<file path="src/rtl/dac_rsync_pkg.sv">
`timescale 1ns/1ps
package dac_rsync_pkg;

  typedef enum logic [2:0] {
    ST_RUN  = 3'd0,  // normal operation, window closed
    ST_FALL = 3'd1,  // stop written, waiting to assert core reset
    ST_HELD = 3'd2,  // core reset asserted
    ST_RISE = 3'd3,  // run written back, waiting to release core reset
    ST_TAIL = 3'd4   // core reset released, window still open
  } seq_state_e;

  function automatic int max3(input int a, input int b, input int c);
    int m;
    m = (a > b) ? a : b;
    return (m > c) ? m : c;
  endfunction

endpackage

</file>
<file path="src/rtl/rsync_seq_ctrl.sv">
`timescale 1ns/1ps
module rsync_seq_ctrl
  import dac_rsync_pkg::*;
#(
  parameter int FALL_TICKS = 3,
  parameter int RISE_TICKS = 2,
  parameter int TAIL_TICKS = 2
) (
  input  logic clk,
  input  logic rst_n,
  input  logic fs_tick,
  input  logic sw_run,
  output logic sync_win,
  output logic core_rst_n
);

  localparam int MAXT = max3(FALL_TICKS, RISE_TICKS, TAIL_TICKS);
  localparam int CW   = (MAXT < 2) ? 1 : $clog2(MAXT);

  localparam logic [CW-1:0] FALL_LAST = CW'(FALL_TICKS - 1);
  localparam logic [CW-1:0] RISE_LAST = CW'(RISE_TICKS - 1);
  localparam logic [CW-1:0] TAIL_LAST = CW'(TAIL_TICKS - 1);

  seq_state_e      state_q;
  logic [CW-1:0]   cnt_q;
  logic            win_q;
  logic            crst_n_q;

  always_ff @(posedge clk) begin
    if (!rst_n) begin
      state_q  <= ST_RUN;
      cnt_q    <= '0;
      win_q    <= 1'b0;
      crst_n_q <= 1'b1;
    end else begin
      unique case (state_q)
        ST_RUN: begin
          if (!sw_run) begin
            state_q <= ST_FALL;
            cnt_q   <= '0;
            win_q   <= 1'b1;
          end
        end
        ST_FALL: begin
          if (fs_tick) begin
            if (cnt_q == FALL_LAST) begin
              crst_n_q <= 1'b0;
              state_q  <= ST_HELD;
              cnt_q    <= '0;
            end else begin
              cnt_q <= cnt_q + 1'b1;
            end
          end
        end
        ST_HELD: begin
          if (sw_run) begin
            state_q <= ST_RISE;
            cnt_q   <= '0;
          end
        end
        ST_RISE: begin
          if (!sw_run) begin
            state_q <= ST_FALL;
            cnt_q   <= '0;
          end else if (fs_tick) begin
            if (cnt_q == RISE_LAST) begin
              crst_n_q <= 1'b1;
              state_q  <= ST_TAIL;
              cnt_q    <= '0;
            end else begin
              cnt_q <= cnt_q + 1'b1;
            end
          end
        end
        ST_TAIL: begin
          if (!sw_run) begin
            state_q <= ST_FALL;
            cnt_q   <= '0;
          end else if (fs_tick) begin
            if (cnt_q == TAIL_LAST) begin
              win_q   <= 1'b0;
              state_q <= ST_RUN;
              cnt_q   <= '0;
            end else begin
              cnt_q <= cnt_q + 1'b1;
            end
          end
        end
        default: begin
          state_q  <= ST_RUN;
          cnt_q    <= '0;
          win_q    <= 1'b0;
          crst_n_q <= 1'b1;
        end
      endcase
    end
  end

  assign sync_win   = win_q;
  assign core_rst_n = crst_n_q;

endmodule

</file>
<file path="src/rtl/rsync_phase_track.sv">
`timescale 1ns/1ps
module rsync_phase_track #(
  parameter int FRAME_LEN  = 64,
  parameter int ZERO_TICKS = 4,
  localparam int PW = $clog2(FRAME_LEN)
) (
  input  logic          clk,
  input  logic          rst_n,
  input  logic          fs_tick,
  input  logic          frame_edge,
  input  logic          sync_win,
  output logic [PW-1:0] phase_cnt,
  output logic          force_zero
);

  localparam bit POW2 = ((FRAME_LEN & (FRAME_LEN - 1)) == 0);
  localparam int ZW   = (ZERO_TICKS < 2) ? 1 : $clog2(ZERO_TICKS);
  localparam logic [ZW-1:0] ZERO_LAST = ZW'(ZERO_TICKS - 1);

  logic [PW-1:0] phase_q;
  logic [PW-1:0] phase_nxt;
  logic          realign;
  logic          zf_q;
  logic [ZW-1:0] zc_q;

  generate
    if (POW2) begin : g_wrap_pow2
      assign phase_nxt = phase_q + 1'b1;
    end else begin : g_wrap_cmp
      assign phase_nxt = (phase_q == PW'(FRAME_LEN - 1)) ? '0 : phase_q + 1'b1;
    end
  endgenerate

  // A frame edge only matters inside the window and off the zero phase.
  assign realign = frame_edge && sync_win && (phase_q != '0);

  always_ff @(posedge clk) begin
    if (!rst_n) begin
      phase_q <= '0;
    end else if (realign) begin
      phase_q <= '0;
    end else if (fs_tick) begin
      phase_q <= phase_nxt;
    end
  end

  always_ff @(posedge clk) begin
    if (!rst_n) begin
      zf_q <= 1'b0;
      zc_q <= '0;
    end else if (realign) begin
      zf_q <= 1'b1;
      zc_q <= '0;
    end else if (zf_q && fs_tick) begin
      if (zc_q == ZERO_LAST) begin
        zf_q <= 1'b0;
        zc_q <= '0;
      end else begin
        zc_q <= zc_q + 1'b1;
      end
    end
  end

  assign phase_cnt  = phase_q;
  assign force_zero = zf_q;

endmodule

</file>
<file path="src/rtl/rsync_data_gate.sv">
`timescale 1ns/1ps
module rsync_data_gate #(
  parameter int DATA_W = 24
) (
  input  logic              in_valid,
  output logic              in_ready,
  input  logic [DATA_W-1:0] in_data,
  output logic              out_valid,
  input  logic              out_ready,
  output logic [DATA_W-1:0] out_data,
  input  logic              force_zero,
  input  logic              core_rst_n
);

  logic gate;

  assign gate      = force_zero || !core_rst_n;
  assign in_ready  = out_ready;
  assign out_valid = in_valid;
  assign out_data  = gate ? '0 : in_data;

endmodule

</file>
<file path="src/rtl/dac_rsync_seq.sv">
`timescale 1ns/1ps
module dac_rsync_seq #(
  parameter int DATA_W     = 24,
  parameter int FRAME_LEN  = 64,
  parameter int FALL_TICKS = 3,
  parameter int RISE_TICKS = 2,
  parameter int TAIL_TICKS = 2,
  parameter int ZERO_TICKS = 4,
  localparam int PW = $clog2(FRAME_LEN)
) (
  input  logic              clk,
  input  logic              rst_n,
  input  logic              fs_tick,
  input  logic              sw_run,
  input  logic              frame_edge,
  input  logic              in_valid,
  output logic              in_ready,
  input  logic [DATA_W-1:0] in_data,
  output logic              out_valid,
  input  logic              out_ready,
  output logic [DATA_W-1:0] out_data,
  output logic              sync_win,
  output logic              core_rst_n,
  output logic [PW-1:0]     phase_cnt
);

  logic force_zero;

  rsync_seq_ctrl #(
    .FALL_TICKS (FALL_TICKS),
    .RISE_TICKS (RISE_TICKS),
    .TAIL_TICKS (TAIL_TICKS)
  ) u_ctrl (
    .clk        (clk),
    .rst_n      (rst_n),
    .fs_tick    (fs_tick),
    .sw_run     (sw_run),
    .sync_win   (sync_win),
    .core_rst_n (core_rst_n)
  );

  rsync_phase_track #(
    .FRAME_LEN  (FRAME_LEN),
    .ZERO_TICKS (ZERO_TICKS)
  ) u_phase (
    .clk        (clk),
    .rst_n      (rst_n),
    .fs_tick    (fs_tick),
    .frame_edge (frame_edge),
    .sync_win   (sync_win),
    .phase_cnt  (phase_cnt),
    .force_zero (force_zero)
  );

  rsync_data_gate #(
    .DATA_W (DATA_W)
  ) u_gate (
    .in_valid   (in_valid),
    .in_ready   (in_ready),
    .in_data    (in_data),
    .out_valid  (out_valid),
    .out_ready  (out_ready),
    .out_data   (out_data),
    .force_zero (force_zero),
    .core_rst_n (core_rst_n)
  );

endmodule

</file>
<file path="config.mk">
export PLATFORM = sky130hd
export DESIGN_NAME = dac_rsync_seq
export DESIGN_NICKNAME = d
export VERILOG_FILES = /design/src/rtl/dac_rsync_pkg.sv /design/src/rtl/rsync_seq_ctrl.sv /design/src/rtl/rsync_phase_track.sv /design/src/rtl/rsync_data_gate.sv /design/src/rtl/dac_rsync_seq.sv
export SDC_FILE = /design/constraint.sdc
export NUM_CORES = 1
export LEC_CHECK = 0
export ABC_AREA = 1
export CORE_MARGIN = 2
export CORE_UTILIZATION = 37
export DETAILED_ROUTE_END_ITERATION = 16
export PLACE_DENSITY = 0.85
export SETUP_SLACK_MARGIN = 0.02
export SKIP_CTS_REPAIR_TIMING = 1
export SYNTH_ARGS = -nofsm -noshare
export SYNTH_HDL_FRONTEND = slang
export SYNTH_SLANG_ARGS = --single-unit
</file>
<file path="constraint.sdc">
create_clock -name clk -period 2.6 [get_ports clk]
set_input_delay 0.26 -clock clk [delete_from_list [all_inputs] [get_ports clk]]
set_output_delay 0.26 -clock clk [all_outputs]
set_load 0.05 [all_outputs]
</file>
==> results of run 1 <==
-- layer usage --
| layer | global-route usage, % | up-vias | wire, um |
|---|---|---|---|
| met4 | 6.984 | 0 | 53 |
| met1 | 20.56 | 587 | 1274 |
| met2 | 30.14 | 64 | 1341 |
| met3 | 4.585 | 5 | 283 |
| li1 | - | 718 | - |
| met5 | 0 | - | 0 |
-- Yosys cell counts --
master / n / area share (%)
nor3_1: 4 / 1.7
a31oi_1: 2 / 1.1
a21oi_1: 12 / 5.2
nor2_2: 3 / 1.6
nand4_1: 1 / 0.55
buf_2: 1 / 0.44
ha_1: 3 / 3.3
nor2_1: 46 / 15
dfxtp_1: 16 / 28
inv_1: 42 / 14
o21ai_0: 3 / 1.3
clkbuf_1: 2 / 0.66
xor2_1: 2 / 1.5
nand3_1: 17 / 7.4
nand2_1: 28 / 9.2
nand3_2: 4 / 3.5
o211ai_1: 1 / 0.66
nand2_2: 4 / 2.2
o21bai_1: 1 / 0.66
inv_2: 1 / 0.33
buf_4: 2 / 1.3
o21ai_1: 1 / 0.44
-- flip-flops by register name (all words and copies together) (netlist names) --
signal / count
u_phase.phase_cnt: 6
u_ctrl.state_q: 3
u_ctrl.cnt_q: 2
u_phase.zc_q: 2
u_ctrl.core_rst_n: 1
u_ctrl.sync_win: 1
u_phase.force_zero: 1
-- power breakdown --
part	internal, mW	switching, mW
clock network	0.0854	0.0881
registers	0.284	0.0498
logic	0.369	0.763
-- per-stage QoR --
step                power, mW  worst slack [ns]
floorplan               1.132            0.6101
global placement        1.460            0.5195
detailed placement      1.469            0.4877
CTS                     1.642            0.1509
global route            1.744           0.04250
finish                  1.639            0.1824
-- cells by family after synthesis --
| kind of cell | Yosys count | synth area share, % |
|---|---|---|
| xor gates and xnor gates | 2 | 1.530 |
| buffers and inverters | 48 | 16.50 |
| and+or+nand+nor | 107 | 41.31 |
| adders and majority gates | 3 | 3.279 |
| DFF | 16 | 27.98 |
| AOI/OAI and AO/OA | 20 | 9.399 |
-- cell type report --
class	count	area (um^2)	area share [%]
Tap cell	33	41.29	2.300
Sequential cell	16	320.3	17.84
Inverter	43	161.4	8.990
Multi-Input combinational cell	132	635.6	35.40
Timing Repair Buffer	60	600.6	33.45
Clock buffer	4	36.28	2.021
-- critical path, cell delays in order, from the launching register on --
cell,delay [ns]
dfxtp_1,0.35
inv_1,0.06
nand2_1,0.38
nor2_1,0.24
clkdlybuf4s50_1,0.83
-- path summary, 6_finish.rpt --
path	from	cells after the start	slack (ns)	endpoint
worst max-delay path	u_phase.force_zero	4	0.18	out_data[5]
worst min-delay path	u_phase.zc_q[1]	2	0.48	u_phase.zc_q[1]
worst max register to register	u_ctrl.state_q[1]	7	1.32	u_ctrl.state_q[2]
worst min register to register	u_phase.zc_q[1]	2	0.48	u_phase.zc_q[1]
==> results.md, run 1 <==
* Largest net degree at the start of global routing at 25
* CTS tree: yes
* Drt wl/cell at 10.25 um
* H-Tree Depth at 1
* Dpl hpwl at between 2 and 2.5 mm
* Fmax at around 410 MHz
* Post-synth cell types at 22
* Routed Antenna Nets at 0
* Slew Limit Fails at 0
* Final Util at between 50% and 60%
* Seq/Total Area, Yosys at 27.98%
* Leakage power total at 0.8326 nW
* Starting density of the core at about two fifths
* Worst EP required at 2.34 ns
* Synth Warn # at 0
* Crit path capture type: output port
* Via/cell ratio at 4.771
* Core ar. at around 3000 um^2
* NumNets Final at 290
* Non-Filler Instances at approximately 290
* Avg Cell Area, Syn at 5.841 um^2
* Core Rows at 20
* Share of cells above drive strength 1 at roughly 6.3%
* CTS Root Cell: clkbuf_4
* RSZ-0062 raised after global routing: no
* Worst Skew at 0.01044 ns
* First-pass GRT wire length at 4.823 mm
* Most frequent cells in the layout: clkdlybuf4s50_1 (60), nor2_1 (46), inv_1 (42)
* Flops & latches, synth at 16
* Grt ovf at 0
* CP Class: reg2out
* Drt first-iter violations at 46
* CTS clock-pin slew for the worst setup and hold paths at 0.11 ns
* Status: finished, final reports clean
* Critical path fanouts, max at 24
* Final Setup Violations at 0
* Clk sinks at 16
* Slew headroom at 53.47%
* Slew @ Worst Pin at 0.6962 ns
* Final period util at 92.99%
* DP Area at 1759 um^2
* Shortest period the worst path allows at 2.418 ns
* CTS Buffer Depth at 2
* Max-cap violations at 0
* Area delta synth->final at 56.83%
* DR pass1 iterations at 4
* Vias in the first global route at 1,151
* IO Count at 65
* Port buffer count at 60
* Syn nets at 230
* Die area at 3555 um^2
* Most common cell after layout, fill and taps aside: clkdlybuf4s50_1
* Die X at 59.63 um
* Startpoint types: register
* GP Congestion at 0.8189
* VDD IR max at 0.4602 mV
* Final Cell Area at 1795 um^2
* Fin. Hold Viols at 0
* Cell count after placement at 284
* Worst skew pair latency at roughly 0.30 ns
* Routed WL at 2.953 mm
* Post-Synthesis Cell Area at 1145 um^2
* Total negative setup slack at 0 ns
* HP Class: reg2reg
* # fillers at a little under 300
* Cell area power density at 912.8 nW/um^2
* Syn Inst Count at 196
* CP arrival at approximately 2.2 ns
* # DRC at 0
* Die Y at a little under 60 um
* Total global routing track utilization at 17.51%
* Initial antenna violation count at 0
* Hold Slack at between 0.4 and 0.5 ns
* # diodes at 0
* Vias at between 1,000 and 1,500
* CTS Buf Count at 3
Note: power is estimated with default switching activity, not from simulation.
==> run 2, diff against run 1 <==
CTS_CLUSTER_DIAMETER = 150   (was unset)
MAX_ROUTING_LAYER = met4   (was unset)
==> results.md, run 2 (synthesis results as in run 1) <==
* Status: finished, final reports clean (unchanged)
* Fin. Hold Viols at 0 (unchanged)
* Area delta synth->final at 56.83% (unchanged)
* CP Cell Sequence: inv_1 > nand2_1 > nor2_1 > clkdlybuf4s50_1 (unchanged)
* Slew headroom at 53.47% (unchanged)
* Crit-path slowest cell: clkdlybuf4s50_1 (unchanged)
* Die Y at 59.63 um (unchanged)
* Grt ovf at 0 (unchanged)
* Port buffer count at 60 (unchanged)
* Net switching power at 0.9016 mW (was 0.9004 mW)
* Vias in the first global route at 1,151 (unchanged)
* CP top delay family: buffers and inverters (unchanged)
* Starting density of the core at 38.13% (unchanged)
* Via/cell ratio at 4.781 (was 4.771)
* CTS tree: yes (unchanged)
* Cell count after placement at 284 (unchanged)
* Clock share of power at 10.6% (about the same)
* Shortest period the worst path allows at 2.421 ns (was 2.418 ns)
* # diodes at 0 (unchanged)
* # DRC at 0 (unchanged)
* Crit path capture type: output port (unchanged)
* R2r startpoint: u_ctrl.state_q[1] (unchanged)
* Clk sinks at 16 (unchanged)
* Most frequent cells in the layout: clkdlybuf4s50_1 (60), nor2_1 (46), inv_1 (42) (unchanged)
* Worst Skew at 0.01043 ns (was 0.01044 ns)
* Hold path start: u_phase.zc_q[1] (unchanged)
* Reg power frac at 20.4% (about the same)
* Largest net degree at the start of global routing at 25 (unchanged)
* Dpl hpwl at 2.379 mm (unchanged)
* Total negative setup slack at 0 ns (unchanged)
* VDD IR max at 0.4602 mV (about the same)
* Core Rows at 20 (unchanged)
* Worst Reg2Reg Path Length in Cells at 7 (unchanged)
* Cell area power density at 913.4 nW/um^2 (was 912.8 nW/um^2)
* Total global routing track utilization at 18.02% (was 17.51%)
* Vias at 1,377 (was 1,374)
* CP arrival at 2.16 ns (about the same)
* Crit-path max cell delay at 0.83 ns (about the same)
* Worst R2R Setup Slack at 1.32 ns (about the same)
* Worst skew pair latency at 0.30 ns (about the same)
* Worst EP required at 2.34 ns (about the same)
* Initial antenna violation count at 0 (unchanged)
* CTS Buf Count at 3 (unchanged)
* Routed WL at 2.959 mm (was 2.953 mm)
* NumNets Final at 290 (unchanged)
* Core ar. at 3003 um^2 (unchanged)
* Startpoint types: register (unchanged)
* Combinational power share at 69.0% (about the same)
* Critical path fanouts, max at 24 (unchanged)
* First-pass GRT wire length at 4.823 mm (unchanged)
* GP Congestion at 0.8311 (was 0.8189)
* WP buf/inv at 2 (unchanged)
* CTS Buffer Depth at 2 (unchanged)
* DR pass1 iterations at 4 (unchanged)
* Drt first-iter violations at 46 (unchanged)
* Final Setup Violations at 0 (unchanged)
* CTS Root Cell: clkbuf_4 (unchanged)
* CP startpoint: u_phase.force_zero (unchanged)
* Fmax at 413.1 MHz (was 413.6 MHz)
* Die area at 3555 um^2 (unchanged)
* Slew Limit Fails at 0 (unchanged)
* Final period util at 93.10% (was 92.99%)
* Die X at 59.63 um (unchanged)
* Pint at 0.7385 mW (about the same)
* Max reg flops at 6 (unchanged)
* CP Class: reg2out (unchanged)
* # fillers at 291 (unchanged)
* RSZ-0062 raised after global routing: no (unchanged)
* RR Endpoint: u_ctrl.state_q[2] (unchanged)
* H-Tree Depth at 1 (unchanged)
* Drt wl/cell at 10.27 um (was 10.25 um)
* Sw Ratio at 54.97% (was 54.94%)
* Hold path endpoint: u_phase.zc_q[1] (unchanged)
* Max-cap violations at 0 (unchanged)
* Most common cell after layout, fill and taps aside: clkdlybuf4s50_1 (unchanged)
* IO Count at 65 (unchanged)
* Slew @ Worst Pin at 0.6962 ns (unchanged)
* HP Class: reg2reg (unchanged)
* Non-Filler Instances at 288 (unchanged)
* Leakage power total at 0.8326 nW (unchanged)
* Routed Antenna Nets at 0 (unchanged)
* CTS clock-pin slew for the worst setup and hold paths at 0.11 ns (about the same)
* Hold Path Depth at 2 (unchanged)
* Share of cells above drive strength 1 at 6.275% (unchanged)
-- run 2: cell counts in the layout (fill, tap and decap cells not counted) --
No cell type changed its count.
-- run 2: layer usage --
layer	track usage, %	wire length (um)
met1	20.56	1275
met5	-	0
met2	30.14	1343
met3	4.585	287
met4	6.984	53
-- run 2: worst max path at each step --
| stage | to | slack, ns | depth (start not counted) |
|---|---|---|---|
| 2_1_floorplan | out_data[0] | 0.61 | 3 |
| 3_3_place_gp | out_data[6] | 0.52 | 3 |
| 3_5_place_dp | out_data[5] | 0.49 | 4 |
| 4_1_cts | out_data[5] | 0.15 | 4 |
| 5_1_grt | out_data[0] | 0.04 | 4 |
| 6_report | out_data[5] | 0.18 | 4 |
-- run 2: area by class of cell --
class / instances / area, um^2 / area share (%)
Timing Repair Buffer: 60 / 600.6 / 33.45
Clock buffer: 4 / 36.28 / 2.021
Tap cell: 33 / 41.29 / 2.300
Inverter: 43 / 161.4 / 8.990
Sequential cell: 16 / 320.3 / 17.84
Multi-Input combinational cell: 132 / 635.6 / 35.40
-- run 2: power by group through the flow --
stage / Combinational, mW / Clock [mW] / Sequential (mW)
3_5_place_dp: 1.13 / 0 / 0.339
4_1_cts: 1.13 / 0.173 / 0.334
3_3_place_gp: 1.12 / 0 / 0.339
6_report: 1.13 / 0.175 / 0.334
2_1_floorplan: 0.743 / 0 / 0.389
5_1_grt: 1.22 / 0.187 / 0.343
-- run 2: tightest hold or removal path, delay by kind of cell (launching register included) --
kind               cells  cell delay (ns)
DFF                    1             0.32
and+or+nand+nor        1             0.06
AOI/OAI and AO/OA      1             0.05
-- run 2: per-stage QoR --
stage / util, % / hold slack [ns] / power (mW) / setup WS (ns) / instance area [um^2]
floorplan: - / 0.3441 / 1.132 / 0.6101 / 1145
global placement: 58.58 / 0.4544 / 1.460 / 0.5195 / 1759
detailed placement: 58.58 / 0.4689 / 1.469 / 0.4877 / 1759
CTS: 59.79 / 0.4825 / 1.642 / 0.1509 / 1795
global route: 59.79 / 0.5176 / 1.744 / 0.04250 / 1795
finish: 59.79 / 0.4755 / 1.640 / 0.1795 / 1795
